===== config.mk =====
export PLATFORM = sky130hd
export DESIGN_NAME = ddrwi_seq
export DESIGN_NICKNAME = d
export VERILOG_FILES = /design/src/rtl/ddrwi_pkg.sv /design/src/rtl/ddrwi_recov_timer.sv /design/src/rtl/ddrwi_data_slot.sv /design/src/rtl/ddrwi_seq.sv
export SDC_FILE = /design/constraint.sdc
export NUM_CORES = 1
export LEC_CHECK = 0
export ABC_AREA = 1
export BUFFER_PORTS_ARGS = -buffer_cell sky130_fd_sc_hd__buf_2
export CELL_PAD_IN_SITES_DETAIL_PLACEMENT = 0
export CELL_PAD_IN_SITES_GLOBAL_PLACEMENT = 1
export CORE_AREA = 3 3 172 174
export CTS_CLUSTER_DIAMETER = 80
export DETAILED_ROUTE_END_ITERATION = 6
export DIE_AREA = 0 0 175 177
export PLACE_DENSITY_LB_ADDON = 0.05
export SYNTH_ARGS = -nofsm -noshare
export SYNTH_HDL_FRONTEND = slang
export SYNTH_HIERARCHICAL = 1
export SYNTH_SLANG_ARGS = --single-unit
export TNS_END_PERCENT = 20

===== constraint.sdc =====
create_clock -name clk -period 5.3 [get_ports clk]
set_input_delay 0.795 -clock clk [delete_from_list [all_inputs] [get_ports clk]]
set_output_delay 0.795 -clock clk [all_outputs]
set_load 0.005 [all_outputs]

===== src/rtl/ddrwi_pkg.sv =====
package ddrwi_pkg;

    localparam int BEATS = 8;
    localparam int PAIRS = BEATS / 2;
    localparam int NBW   = $clog2(BEATS);
    localparam int PW    = $clog2(PAIRS);

    typedef enum logic [1:0] {
        CMD_NOP   = 2'b00,
        CMD_WRITE = 2'b01,
        CMD_PRE   = 2'b10
    } cmd_e;

    typedef enum logic [1:0] {
        ISS_NOP,
        ISS_WRITE,
        ISS_PRE
    } iss_state_e;

    typedef enum logic {
        SL_IDLE,
        SL_STREAM
    } slot_state_e;

endpackage


===== src/rtl/ddrwi_recov_timer.sv =====
module ddrwi_recov_timer #(
    parameter int CW = 4
) (
    input  logic          clk,
    input  logic          rst_n,
    input  logic          load,
    input  logic [CW-1:0] load_val,
    output logic          ok
);

    logic [CW-1:0] cnt;

    // Down-counter: the decision for the next cycle is legal once at most one cycle remains
    always_ff @(posedge clk or negedge rst_n) begin
        if (!rst_n) begin
            cnt <= '0;
        end else if (load) begin
            cnt <= load_val;
        end else if (cnt != '0) begin
            cnt <= cnt - CW'(1);
        end
    end

    assign ok = (cnt <= CW'(1));

    AST_OK_STICKY: assert property (@(posedge clk) disable iff (!rst_n)
        (ok && !load) |=> ok);

    AST_LOAD_BLOCKS: assert property (@(posedge clk) disable iff (!rst_n)
        (load && (load_val > CW'(2))) |=> !ok);

endmodule


===== src/rtl/ddrwi_data_slot.sv =====
module ddrwi_data_slot
    import ddrwi_pkg::*;
#(
    parameter int DQ_W = 16
) (
    input  logic                  clk,
    input  logic                  rst_n,
    input  logic                  launch,
    input  logic [BEATS*DQ_W-1:0] launch_data,
    input  logic [NBW-1:0]        launch_nb,
    output logic                  dqs_en,
    output logic [DQ_W-1:0]       dq_rise,
    output logic [DQ_W-1:0]       dq_fall,
    output logic                  dm_rise,
    output logic                  dm_fall
);

    slot_state_e           st;
    logic [PW-1:0]         pair;
    logic [BEATS*DQ_W-1:0] cur_data;
    logic [NBW-1:0]        cur_nb;
    logic                  pend_vld;
    logic [BEATS*DQ_W-1:0] pend_data;
    logic [NBW-1:0]        pend_nb;
    logic [NBW-1:0]        rise_idx;
    logic [NBW-1:0]        fall_idx;

    // State register: a pending burst (launched in the command cycle) always wins the slot
    always_ff @(posedge clk or negedge rst_n) begin
        if (!rst_n) begin
            st        <= SL_IDLE;
            pair      <= '0;
            cur_data  <= '0;
            cur_nb    <= '0;
            pend_vld  <= 1'b0;
            pend_data <= '0;
            pend_nb   <= '0;
        end else begin
            pend_vld <= launch;
            if (launch) begin
                pend_data <= launch_data;
                pend_nb   <= launch_nb;
            end
            unique case (st)
                SL_IDLE: begin
                    if (pend_vld) begin
                        st       <= SL_STREAM;
                        pair     <= '0;
                        cur_data <= pend_data;
                        cur_nb   <= pend_nb;
                    end
                end
                SL_STREAM: begin
                    if (pend_vld) begin
                        pair     <= '0;
                        cur_data <= pend_data;
                        cur_nb   <= pend_nb;
                    end else if (pair == PW'(PAIRS - 1)) begin
                        st <= SL_IDLE;
                    end else begin
                        pair <= pair + PW'(1);
                    end
                end
            endcase
        end
    end

    assign rise_idx = {pair, 1'b0};
    assign fall_idx = {pair, 1'b1};

    // Outputs
    always_comb begin
        dqs_en  = 1'b0;
        dq_rise = '0;
        dq_fall = '0;
        dm_rise = 1'b1;
        dm_fall = 1'b1;
        unique case (st)
            SL_IDLE: begin
            end
            SL_STREAM: begin
                dqs_en  = 1'b1;
                dq_rise = cur_data[int'(rise_idx)*DQ_W +: DQ_W];
                dq_fall = cur_data[int'(fall_idx)*DQ_W +: DQ_W];
                dm_rise = (rise_idx > cur_nb);
                dm_fall = (fall_idx > cur_nb);
            end
        endcase
    end

    AST_STROBE_SPAN: assert property (@(posedge clk) disable iff (!rst_n)
        $rose(dqs_en) |=> dqs_en);

    AST_IDLE_MASKED: assert property (@(posedge clk) disable iff (!rst_n)
        !dqs_en |-> (dm_rise && dm_fall && dq_rise == '0 && dq_fall == '0));

endmodule


===== src/rtl/ddrwi_seq.sv =====
module ddrwi_seq
    import ddrwi_pkg::*;
#(
    parameter int NBANK     = 4,
    parameter int COL_W     = 10,
    parameter int DQ_W      = 16,
    parameter int TWR       = 3,
    parameter int DQSS_XTRA = 1,
    localparam int BANK_W   = (NBANK > 1) ? $clog2(NBANK) : 1
) (
    input  logic                  clk,
    input  logic                  rst_n,
    input  logic                  req_valid,
    output logic                  req_ready,
    input  logic                  req_is_pre,
    input  logic [BANK_W-1:0]     req_bank,
    input  logic [COL_W-1:0]      req_col,
    input  logic [2:0]            req_nbeats,
    input  logic [BEATS*DQ_W-1:0] req_data,
    output logic [1:0]            cmd_code,
    output logic [BANK_W-1:0]     cmd_bank,
    output logic [COL_W-1:0]      cmd_col,
    output logic                  dqs_en,
    output logic [DQ_W-1:0]       dq_rise,
    output logic [DQ_W-1:0]       dq_fall,
    output logic                  dm_rise,
    output logic                  dm_fall
);

    localparam int CW = $clog2(PAIRS + DQSS_XTRA + TWR + 1);

    logic              accept;
    logic              wr_accept;
    logic [CW-1:0]     bus_ld_val;
    logic [CW-1:0]     bank_ld_val;
    logic              bus_ok;
    logic [NBANK-1:0]  bank_ok;
    iss_state_e        st;
    iss_state_e        st_nxt;
    logic [BANK_W-1:0] bank_q;
    logic [COL_W-1:0]  col_q;

    assign accept    = req_valid && req_ready;
    assign wr_accept = accept && !req_is_pre;

    // Cycles from the write command to its last meaningful beat, then to the precharge bound
    assign bus_ld_val  = CW'(1 + int'(req_nbeats >> 1));
    assign bank_ld_val = CW'(1 + int'(req_nbeats >> 1) + DQSS_XTRA + TWR);

    ddrwi_recov_timer #(.CW(CW)) u_bus_tmr (
        .clk      (clk),
        .rst_n    (rst_n),
        .load     (wr_accept),
        .load_val (bus_ld_val),
        .ok       (bus_ok)
    );

    for (genvar b = 0; b < NBANK; b++) begin : g_bank
        ddrwi_recov_timer #(.CW(CW)) u_tmr (
            .clk      (clk),
            .rst_n    (rst_n),
            .load     (wr_accept && (req_bank == BANK_W'(b))),
            .load_val (bank_ld_val),
            .ok       (bank_ok[b])
        );
    end

    assign req_ready = req_is_pre ? bank_ok[req_bank] : bus_ok;

    // Next state of the command issuer
    always_comb begin
        if (!accept) begin
            st_nxt = ISS_NOP;
        end else if (req_is_pre) begin
            st_nxt = ISS_PRE;
        end else begin
            st_nxt = ISS_WRITE;
        end
    end

    // State register
    always_ff @(posedge clk or negedge rst_n) begin
        if (!rst_n) begin
            st     <= ISS_NOP;
            bank_q <= '0;
            col_q  <= '0;
        end else begin
            st     <= st_nxt;
            bank_q <= accept ? req_bank : '0;
            col_q  <= wr_accept ? req_col : '0;
        end
    end

    // Outputs
    always_comb begin
        cmd_bank = bank_q;
        cmd_col  = col_q;
        unique case (st)
            ISS_NOP:   cmd_code = CMD_NOP;
            ISS_WRITE: cmd_code = CMD_WRITE;
            ISS_PRE:   cmd_code = CMD_PRE;
            default:   cmd_code = CMD_NOP;
        endcase
    end

    ddrwi_data_slot #(.DQ_W(DQ_W)) u_slot (
        .clk         (clk),
        .rst_n       (rst_n),
        .launch      (wr_accept),
        .launch_data (req_data),
        .launch_nb   (req_nbeats),
        .dqs_en      (dqs_en),
        .dq_rise     (dq_rise),
        .dq_fall     (dq_fall),
        .dm_rise     (dm_rise),
        .dm_fall     (dm_fall)
    );

    AST_ACCEPT_ISSUES: assert property (@(posedge clk) disable iff (!rst_n)
        accept |=> (cmd_code != CMD_NOP));

    AST_QUIET_NOP: assert property (@(posedge clk) disable iff (!rst_n)
        !accept |=> (cmd_code == CMD_NOP && cmd_bank == '0 && cmd_col == '0));

    AST_WRITE_STROBES: assert property (@(posedge clk) disable iff (!rst_n)
        (cmd_code == CMD_WRITE) |=> dqs_en);

endmodule


==> reports/results.tsv, run 1 <==
metric	value	unit
status	complete, no violations	
Reg2Reg Capture Point	u_slot/pend_data[78]	
CTS Root Cell	clkbuf_16	
core region area	0.02793	mm^2
num rows	61	
XOR/XNOR Fraction of Synth Area	0.003257	
antenna violations before repair	3	
predominant post-synthesis flop cell	dfrtp_1	
number of enable flip-flop cells after synthesis	0	
synthesized-area fraction occupied by adder cells	0.01396	
#FFs+latches synth	300	
Rel. slew slack	0.3696	
Syn Area/Cell	10.05	um^2
post-synthesis cell type count	25	
largest family of logic cells by synthesized area	simple AND/OR/NAND/NOR gates	
# diodes	0	
global route overflow	0	
Worst setup EP type	flop	
Skew-Pair Late Insertion Delay	500	ps
Total GRT Usage	0.2021	
number of fillers in the final layout	2630	
area of the multi-input gates	0.004820	mm^2
flop2flop setup slack	1920	ps
Fin. Hold Viols	0	
fraction of layout cells with a size suffix above 1	0.2655	
RSZ-0062 raised after global routing	no	
Final ANT Viol Nets	0	
Leak Pwr	7.797	nW
clk buf depth	3	
post-synth top area cell	dfrtp_1	
routability-driven placement congestion ratio	0.7519	
slowest CP cell	inv_6	
Worst Setup SP	u_bus_tmr/cnt[0]	
clk sink count	300	
Setup crit end	u_slot/pend_data[78]	
clock skew	9.653	ps
register cell area after layout	0.007512	mm^2
drt total wl	31110	um
Yosys warning count	6	
drt pass-1 iters	4	
CP startpoint kind	flop	
CTS Buf Count	35	
Critical Path Max Stage Delay	790	ps
vias per cell	4.885	
die width	175	um
fin area	0.01572	mm^2
Area after DPL	0.01458	mm^2
Chip Height	177	um
Worst Path Arrival	3760	ps
mux cell area share after synthesis	0.1307	
largest net degree at the start of global routing	99	
R2R Path Start	u_bus_tmr/cnt[0]	
CTS Hold Bufs	0	
delay-heaviest family, CP	buffers and inverters	
post-synth top area share	0.5584	
most frequent cells after synthesis	300 x dfrtp_1, 294 x nand2_1, 167 x inv_1	
Max Slew Vio Count	0	
global-route wire length before repair	50080	um
Overall Power	9.345	mW
Buffers on Ports	196	
worst path cell trace	inv_1, ha_1, nor2_1, nor3_1, nand3_1, inv_6, buf_4, mux2_4	
Min Clock Period, post-route	3375	ps
Clk pin slew, worst setup/hold paths	60	ps
Via Count	9354	
CTS tree	yes	
crit path buf inv count	3	
1st-iter DRT viols	585	
leading post-synthesis cells by cell area	dfrtp_1 56%, mux2_4 8.7%, nand2_1 8.2%, o21ai_0 5.2%, inv_1 4.7%	
Post-synth ARST share	1.000	
Initial Utilization	0.4813	
FF-to-FF path depth	8	
final period utilization	0.6368	
postcts setup bufs	0	
hold_ws	323.0	ps
Final nets	1676	
critical path type	flop to flop	
Synth Area in Simple Gates	0.1340	
syn_nets	1500	
Min-Delay Path Class	input port to asynchronous set/reset pin	
Worst Tran Pin Value	944.2	ps
DR WL/cell	16.24	um
fmax	0.2963	GHz
most common cell in the synthesized netlist	dfrtp_1	
CP Depth	8	
final-report setup violation count	0	
# DRC	0	
pwr/cell area	594.6	mW/mm^2
Detailed Place HPWL	20110	um
die footprint	0.03098	mm^2
Critical Path RT	5680	ps
maxcap violations	0	
vias in the first global route	9578	
H-tree depth	2	
I/O pin cnt	197	
worst vdd ir	0.0003149	V
Syn Inst Count	1338	
Setup TNS Final	0	ps
CP max FO	67	
compound-gate portion of the synthesized area	0.07631	
Resized cells post-CTS	0	
P&R area growth vs syn	16.91	%
Mapped Area	0.01344	mm^2
sequential share of the synthesized area	0.5584	
## worst reg2reg max path, stage by stage, from the launching register on
cell	delay, ps
dfrtp_1	390
inv_1	110
ha_1	230
nor2_1	60
nor3_1	210
nand3_1	570
inv_6	790
buf_4	540
mux2_4	370
## registers in the layout (all words and copies together) (netlist names)
| name | count |
|---|---|
| u_slot/cur_data | 128 |
| u_slot/pend_data | 128 |
| g_bank.u_tmr/cnt | 16 |
| cmd_col | 10 |
| u_bus_tmr/cnt | 4 |
| u_slot/cur_nb | 3 |
| u_slot/pend_nb | 3 |
| cmd_bank | 2 |
| st | 2 |
| u_slot/pair | 2 |
| u_slot/pend_vld | 1 |
| u_slot/st | 1 |
## stage by stage
stage                     utilization  setup WS, ps  instances
after floorplan                     -          3003       1338
after CTS                      0.5627          1830       1915
final                          0.5627          1925       1915
after global routing           0.5627          1651       1915
after global placement         0.5220          1930       1855
after detailed placement       0.5220          1836       1855
## how the worst min path moves through the flow
stage / start / end / slack [ps]
2_1_floorplan: u_slot/pend_data[10] / u_slot/cur_data[10] / 450
4_1_cts: rst_n / cmd_col[7] / 360
3_3_place_gp: u_slot/pend_data[16] / u_slot/cur_data[16] / 460
6_report: rst_n / u_slot/cur_data[112] / 320
5_1_grt: rst_n / u_slot/cur_data[112] / 370
3_5_place_dp: u_slot/pend_data[23] / u_slot/cur_data[23] / 480
## power by group
part / switching [mW] / internal [mW] / total [mW] / leakage [nW]
clock: 0.910 / 1.45 / 2.36 / 0.562
combinational: 1.73 / 1.40 / 3.13 / 3.47
sequential: 0.496 / 3.35 / 3.85 / 3.76
total: 3.13 / 6.21 / 9.34 / 7.80
## layout by cell type, fill, tap and decap left out
master     synthesis  routed
conb_1             1       1
and2_1             1       1
inv_2              6       7
buf_4              3       9
clkbuf_1          20       9
nand2_2            1       1
o21ai_0          139     139
clkbuf_8           0       6
buf_12             0       3
dfrtp_2            0       1
nand3_1           73      73
clkinv_2           0       5
o21ai_1           28      28
clkinv_1           1       1
buf_8              0       1
or2_2              1       1
buf_2             23     195
nand2_1          294     294
a21oi_1           38      38
ha_1              15      15
nand3_2            7       7
dfrtp_4            0       1
bufinv_16          0       2
nor2_1            53      53
nor3_1             9       9
clkbuf_16          0      37
inv_1            167     165
mux2_4            78      78
xor2_1             5       5
inv_6              0       2
dfrtp_1          300     298
mux2_2            52      52
## cell type report
type                    instances  share of cell area
repair buffers                208             0.07117
multi-input cells             795              0.3066
well taps                     378             0.03009
flip-flops and latches        300              0.4779
clock inverters                 8            0.005970
inverters                     174             0.04187
clock buffers                  52             0.06631
## cell families after synthesis
kind of cell / after synthesis
other: 1
DFF: 300
buffers and inverters: 243
muxes: 130
xor gates and xnor gates: 5
adders and majority gates: 15
AOI/OAI and AO/OA: 205
and+or+nand+nor: 439
## per-layer routing
layer | GRT usage | vias to the layer above | routed length (um)
met3 | 0.03668 | 38 | 1403
met1 | 0.2739 | 4519 | 14060
met5 | 0 | - | 31
met2 | 0.3423 | 178 | 15160
li1 | - | 4613 | -
met4 | 0.04422 | 6 | 459
No activity file was read; power rests on OpenSTA's default activity.
==> run 2, diff against run 1 <==
- ABC_AREA: 1 -> 0
- CORE_AREA: 3 3 172 174 -> 3 3 171 173
- DIE_AREA: 0 0 175 177 -> 0 0 174 176
- clock period: 5.3 -> 3.4 ns (I/O delays scaled with it)
==> run 2 against run 1 <==
Worst setup slack lost 1300 ps; first-iteration DRC count shrank 40%; routed wire length shrank 14%; sequential share of layout area shrank 0.20 points; critical path type is now flop to output pin; critical endpoint is now req_ready; highest routed layer unchanged.
==> reports/results.tsv, run 2 <==
metric	value	unit
post-synth top area cell	dfrtp_1	
Worst setup EP type	output pin	
clock skew	15.36	ps
1st-iter DRT viols	350	
global-route wire length before repair	42860	um
antenna violations before repair	6	
Reg power frac	0.428	
num rows	61	
Chip Height	176	um
Clk pin slew, worst setup/hold paths	60	ps
largest registers	u_slot/cur_data (128), u_slot/pend_data (128), g_bank.u_tmr/cnt (16)	
most common cell in the synthesized netlist	dfrtp_1	
CTS Root Cell	clkbuf_16	
CP max FO	5	
Initial Utilization	0.4778	
Final ANT Viol Nets	0	
clk sink count	300	
pwr/cell area	931.6	mW/mm^2
fraction of layout cells with a size suffix above 1	0.5041	
post-synthesis cell type count	32	
final-report setup violation count	0	
Worst Path Arrival	2310	ps
H-tree depth	2	
Mapped Area	0.01327	mm^2
#FFs+latches synth	300	
CTS Buf Count	35	
# diodes	0	
Detailed Place HPWL	17190	um
mux cell area share after synthesis	0.3181	
P_int	10.52	mW
Via Count	7433	
CTS Hold Bufs	0	
die width	174	um
XOR/XNOR Fraction of Synth Area	0.003959	
Fin. Hold Viols	0	
Overall Power	14.71	mW
number of fillers in the final layout	2304	
Skew-Pair Late Insertion Delay	500	ps
worst vdd ir	0.0004581	V
largest net degree at the start of global routing	86	
status	complete, no violations	
most frequent cells after synthesis	300 x dfrtp_1, 147 x mux2_2, 123 x mux2_4	
switching share of power	0.2849	
drt total wl	26700	um
synthesized-area fraction occupied by adder cells	0.01414	
Worst Tran Pin Value	711.3	ps
syn_nets	1029	
Critical Path RT	2890	ps
Syn Area/Cell	15.31	um^2
number of enable flip-flop cells after synthesis	0	
compound-gate portion of the synthesized area	0.02800	
post-synth top area share	0.5656	
P_sw	4.190	mW
predominant post-synthesis flop cell	dfrtp_1	
Setup TNS Final	0	ps
commonest non-fill, non-tap cell in the layout	dfrtp_1	
largest family of logic cells by synthesized area	multiplexers	
clk buf depth	3	
Resized cells post-CTS	0	
sequential share of the synthesized area	0.5656	
RSZ-0062 raised after global routing	no	
Synth Area in Simple Gates	0.03629	
Final nets	1233	
vias in the first global route	7732	
Min Clock Period, post-route	2824	ps
Buffers on Ports	196	
Yosys warning count	6	
DR WL/cell	18.10	um
vias per cell	5.039	
die footprint	0.03062	mm^2
fmax	0.3541	GHz
Min-Delay Path Class	input port to asynchronous set/reset pin	
most frequent cells in the layout	298 x dfrtp_1, 195 x buf_2, 147 x mux2_2	
combinational power share	0.321	
drt pass-1 iters	4	
core region area	0.02778	mm^2
CTS tree	yes	
final period utilization	0.8306	
Leak Pwr	7.459	nW
# DRC	0	
CP startpoint kind	flop	
Rel. slew slack	0.5258	
critical path type	flop to output pin	
P&R area growth vs syn	18.94	%
Post-synth ARST share	1.000	
I/O pin cnt	197	
leading post-synthesis cells by cell area	dfrtp_1 57%, mux2_4 14%, mux2_2 12%, mux2i_1 5.4%, buf_6 2.0%	
clock power share	0.252	
Max Slew Vio Count	0	
global route overflow	0	
maxcap violations	0	
Total GRT Usage	0.1741	
routability-driven placement congestion ratio	0.7488	
Syn Inst Count	867	
postcts setup bufs	0	
==> run 2: cell count changes after synthesis, moves of 28 or more <==
cell	change
mux2_4	+45
nor2_1	-44
nand2_1	-272
o21ai_0	-125
a21oi_1	-36
nand3_1	-72
o21ai_1	-28
mux2i_1	+72
inv_1	-152
mux2_2	+95
o22ai_1	+32
==> run 2: cell families after synthesis <==
kind of cell | count (synthesis)
muxes | 342
DFF | 300
and+or+nand+nor | 79
buffers and inverters | 66
AOI/OAI and AO/OA | 58
adders and majority gates | 15
xor gates and xnor gates | 6
other | 1
==> run 2: cell type report <==
cell class                      count  area, um^2  share of cell area
Sequential cell                   300        7515              0.4760
Tap cell                          378       473.0             0.02996
Clock inverter                      9       73.82            0.004676
Timing Repair Buffer              217        1249             0.07909
Inverter                           16       67.56            0.004280
Multi-Input combinational cell    501        5320              0.3370
Clock buffer                       54        1090             0.06903
==> run 2: critical path, stage by stage (launching register included) <==
cell      delay, ps
dfrtp_1         390
inv_1           100
ha_1            220
nor2_1           60
nor3_1          510
nor2_1          140
a221oi_1        240
buf_2           170
==> run 2: routing by layer <==
layer,part of all wire,GRT usage,vias to the layer above
li1,-,-,3506
met5,0.0027,0,-
met1,0.48,0.2499,3691
met2,0.44,0.2633,177
met4,0.019,0.04457,12
met3,0.057,0.04860,47
==> run 2: power by group through the flow <==
stage	registers [mW]	clock network, mW	logic, mW
2_1_floorplan	5.97	0	3.98
3_3_place_gp	6.33	0	4.66
3_5_place_dp	6.34	0	4.77
4_1_cts	6.31	3.82	4.79
5_1_grt	6.53	3.98	5.16
6_report	6.29	3.70	4.71
==> run 2: path summary, 6_finish.rpt <==
kind | from | cells after the start | slack, ps | end
max reg2reg | u_bus_tmr/cnt[0] | 8 | 710 | u_slot/pend_data[34]
max in group asynchronous | rst_n | 2 | 2600 | u_slot/pend_vld
min in group clk | req_col[8] | 2 | 210 | cmd_col[8]
min reg2reg | u_slot/pend_data[4] | 1 | 500 | u_slot/cur_data[4]
max | u_bus_tmr/cnt[0] | 7 | 580 | req_ready
min | rst_n | 1 | 10 | u_slot/pend_data[40]
==> run 2: per-stage QoR <==
step	worst slack [ps]	utilization	std cells	area, um^2	hold slack [ps]
4_1_cts	558.8	0.5683	1475	15790	54.62
6_report	576.1	0.5683	1475	15790	11.39
3_3_place_gp	789.8	0.5264	1412	14620	482.9
5_1_grt	373.6	0.5683	1475	15790	63.34
2_1_floorplan	1095	-	867	13270	214.4
3_5_place_dp	696.9	0.5264	1412	14620	487.3
==> run 3, diff against run 2 <==
- ABC_AREA: 0 -> 1
- CORE_AREA: 3 3 171 173 -> 3 3 188 190
- DIE_AREA: 0 0 174 176 -> 0 0 191 193
- clock period: 3.4 -> 2.3 ns (I/O delays scaled with it)
==> run 3 against run 2 <==
Critical path type unchanged; die area increased by 20%; first-iteration DRC count rose by 20%; routed wire length is 26% higher; flip-flop and latch count unchanged; sequential share of layout area is 1.5 points lower; largest cell class unchanged; cell area up 3.2%; hold slack gained 39 ps.
==> reports/results.tsv, run 3 (synthesis results as in run 1) <==
metric	value	unit
status	complete, no violations	
I/O pin cnt	197	
drt total wl	33740	um
worst vdd ir	0.0006352	V
Min Clock Period, post-route	2298	ps
Via Count	9548	
Final nets	1703	
delay-heaviest family, CP	simple AND/OR/NAND/NOR gates	
Leak Pwr	7.987	nW
CP startpoint kind	flop	
Skew-Pair Late Insertion Delay	510	ps
number of fillers in the final layout	3199	
Initial Utilization	0.3999	
global route overflow	0	
P_sw	7.544	mW
# DRC	0	
DR WL/cell	16.76	um
slowest CP cell	dfrtp_1	
num rows	67	
die footprint	0.03686	mm^2
vias per cell	4.743	
clk buf depth	3	
drt pass-1 iters	5	
clock power share	0.245	
Worst Setup SP	u_bus_tmr/cnt[1]	
Reg power frac	0.404	
Overall Power	22.15	mW
clk sink count	300	
critical path type	flop to output pin	
Rel. slew slack	0.5584	
fmax	0.4351	GHz
pwr/cell area	1360	mW/mm^2
Worst Tran Pin Value	662.3	ps
Min-Delay Path Class	input port to flop	
largest net degree at the start of global routing	60	
vias in the first global route	10100	
Final ANT Viol Nets	0	
Clk pin slew, worst setup/hold paths	60	ps
Fin. Hold Viols	0	
Critical Path RT	1960	ps
final period utilization	0.9992	
global-route wire length before repair	54250	um
combinational power share	0.351	
Setup TNS Final	0	ps
antenna violations before repair	4	
area of the multi-input gates	0.004938	mm^2
fraction of layout cells with a size suffix above 1	0.2965	
CTS tree	yes	
RSZ-0062 raised after global routing	yes	
die width	191	um
commonest non-fill, non-tap cell in the layout	dfrtp_1	
Detailed Place HPWL	22970	um
Total GRT Usage	0.1863	
Buffers on Ports	196	
hold_sp	req_col[3]	
largest registers	u_slot/cur_data (128), u_slot/pend_data (128), g_bank.u_tmr/cnt (16)	
routability-driven placement congestion ratio	0.7793	
1st-iter DRT viols	420	
Worst Path Arrival	1950	ps
H-tree depth	2	
P&R area growth vs syn	21.17	%
Worst setup EP type	output pin	
CTS Root Cell	clkbuf_16	
crit path buf inv count	2	
Max Slew Vio Count	0	
# diodes	0	
CTS Buf Count	36	
worst path cell trace	inv_2, ha_1, nor2_2, nor3_2, or2_2, and2_4, buf_2	
P_int	14.61	mW
Chip Height	193	um
switching share of power	0.3405	
maxcap violations	0	
clock skew	16.59	ps
R2R Path Start	u_bus_tmr/cnt[0]	
most frequent cells in the layout	298 x dfrtp_1, 294 x nand2_1, 195 x buf_2	
CP max FO	3	
register cell area after layout	0.007512	mm^2
Critical Path Max Stage Delay	380	ps
final-report setup violation count	0	
core region area	0.03362	mm^2
## run 3: changes by cell type in the layout (fill, tap and decap cells not counted), sizes merged, moves of 7 or more
cell and delta:
nand3 +79, mux2i -72, nor3 -7, nor3b -12
o22ai -32, mux2 -140, buf +16, nor2 +44
and2 -10, nand2 +273, o21ai +153, a21oi +36
inv +157
## run 3: per-layer routing
metal	wire length [um]	vias up	track usage
li1	-	4677	-
met1	14990	4642	0.2408
met2	16790	173	0.3283
met3	1278	50	0.02929
met4	643	6	0.04826
met5	34	-	0
## run 3: stage by stage
step	hold WS [ps]	area, um^2	setup WS (ps)	util	instances
2_1_floorplan	49.41	13440	3.325	-	1338
3_3_place_gp	312.1	14990	179.9	0.4460	1948
3_5_place_dp	306.7	14990	121.8	0.4460	1948
4_1_cts	26.16	16210	1.511	0.4821	2012
5_1_grt	37.09	16290	-84.36	0.4846	2013
6_report	50.73	16290	1.831	0.4846	2013
## run 3: layout make-up
type,count,area share
multi-input cells,795,0.3031
clock inverters,13,0.005914
clock buffers,49,0.06390
well taps,448,0.03441
inverters,174,0.04055
flip-flops and latches,300,0.4611
repair buffers,234,0.09094
## run 3: what timing repair did
item / CTS / global route
resized for setup: 17 / 20
pin swaps: 2 / 5
setup endpoints to repair: 4 / 25
endpoints found under the hold margin: 43 / 0
setup buffers: 1 / 1
hold buffers: 1 / 0
## run 3: final timing paths
kind                                     endpoint  slack [ps]  cells past startpoint
max                                     req_ready           2                      7
min                                    cmd_col[3]          50                      3
max reg2reg                g_bank[1].u_tmr/cnt[3]         260                     12
min reg2reg                      u_slot/cur_nb[1]         480                      2
max in group asynchronous    u_slot/pend_data[22]        1170                      3
min in group asynchronous    u_slot/pend_data[77]         360                      2
## run 3: tightest hold or removal path, delay by kind of cell
| kind | cells | cell delay (ps) |
|---|---|---|
| simple gates | 1 | 40 |
| buf+inv | 2 | 130 |
## run 3: power groups by stage
stage | sequential, mW | combinational, mW | clock, mW
after detailed placement | 9.01 | 7.62 | 0
final | 8.96 | 7.77 | 5.43
after global placement | 9.00 | 7.51 | 0
after floorplan | 8.56 | 5.55 | 0
after global routing | 9.26 | 8.84 | 5.83
after CTS | 8.96 | 7.78 | 5.64
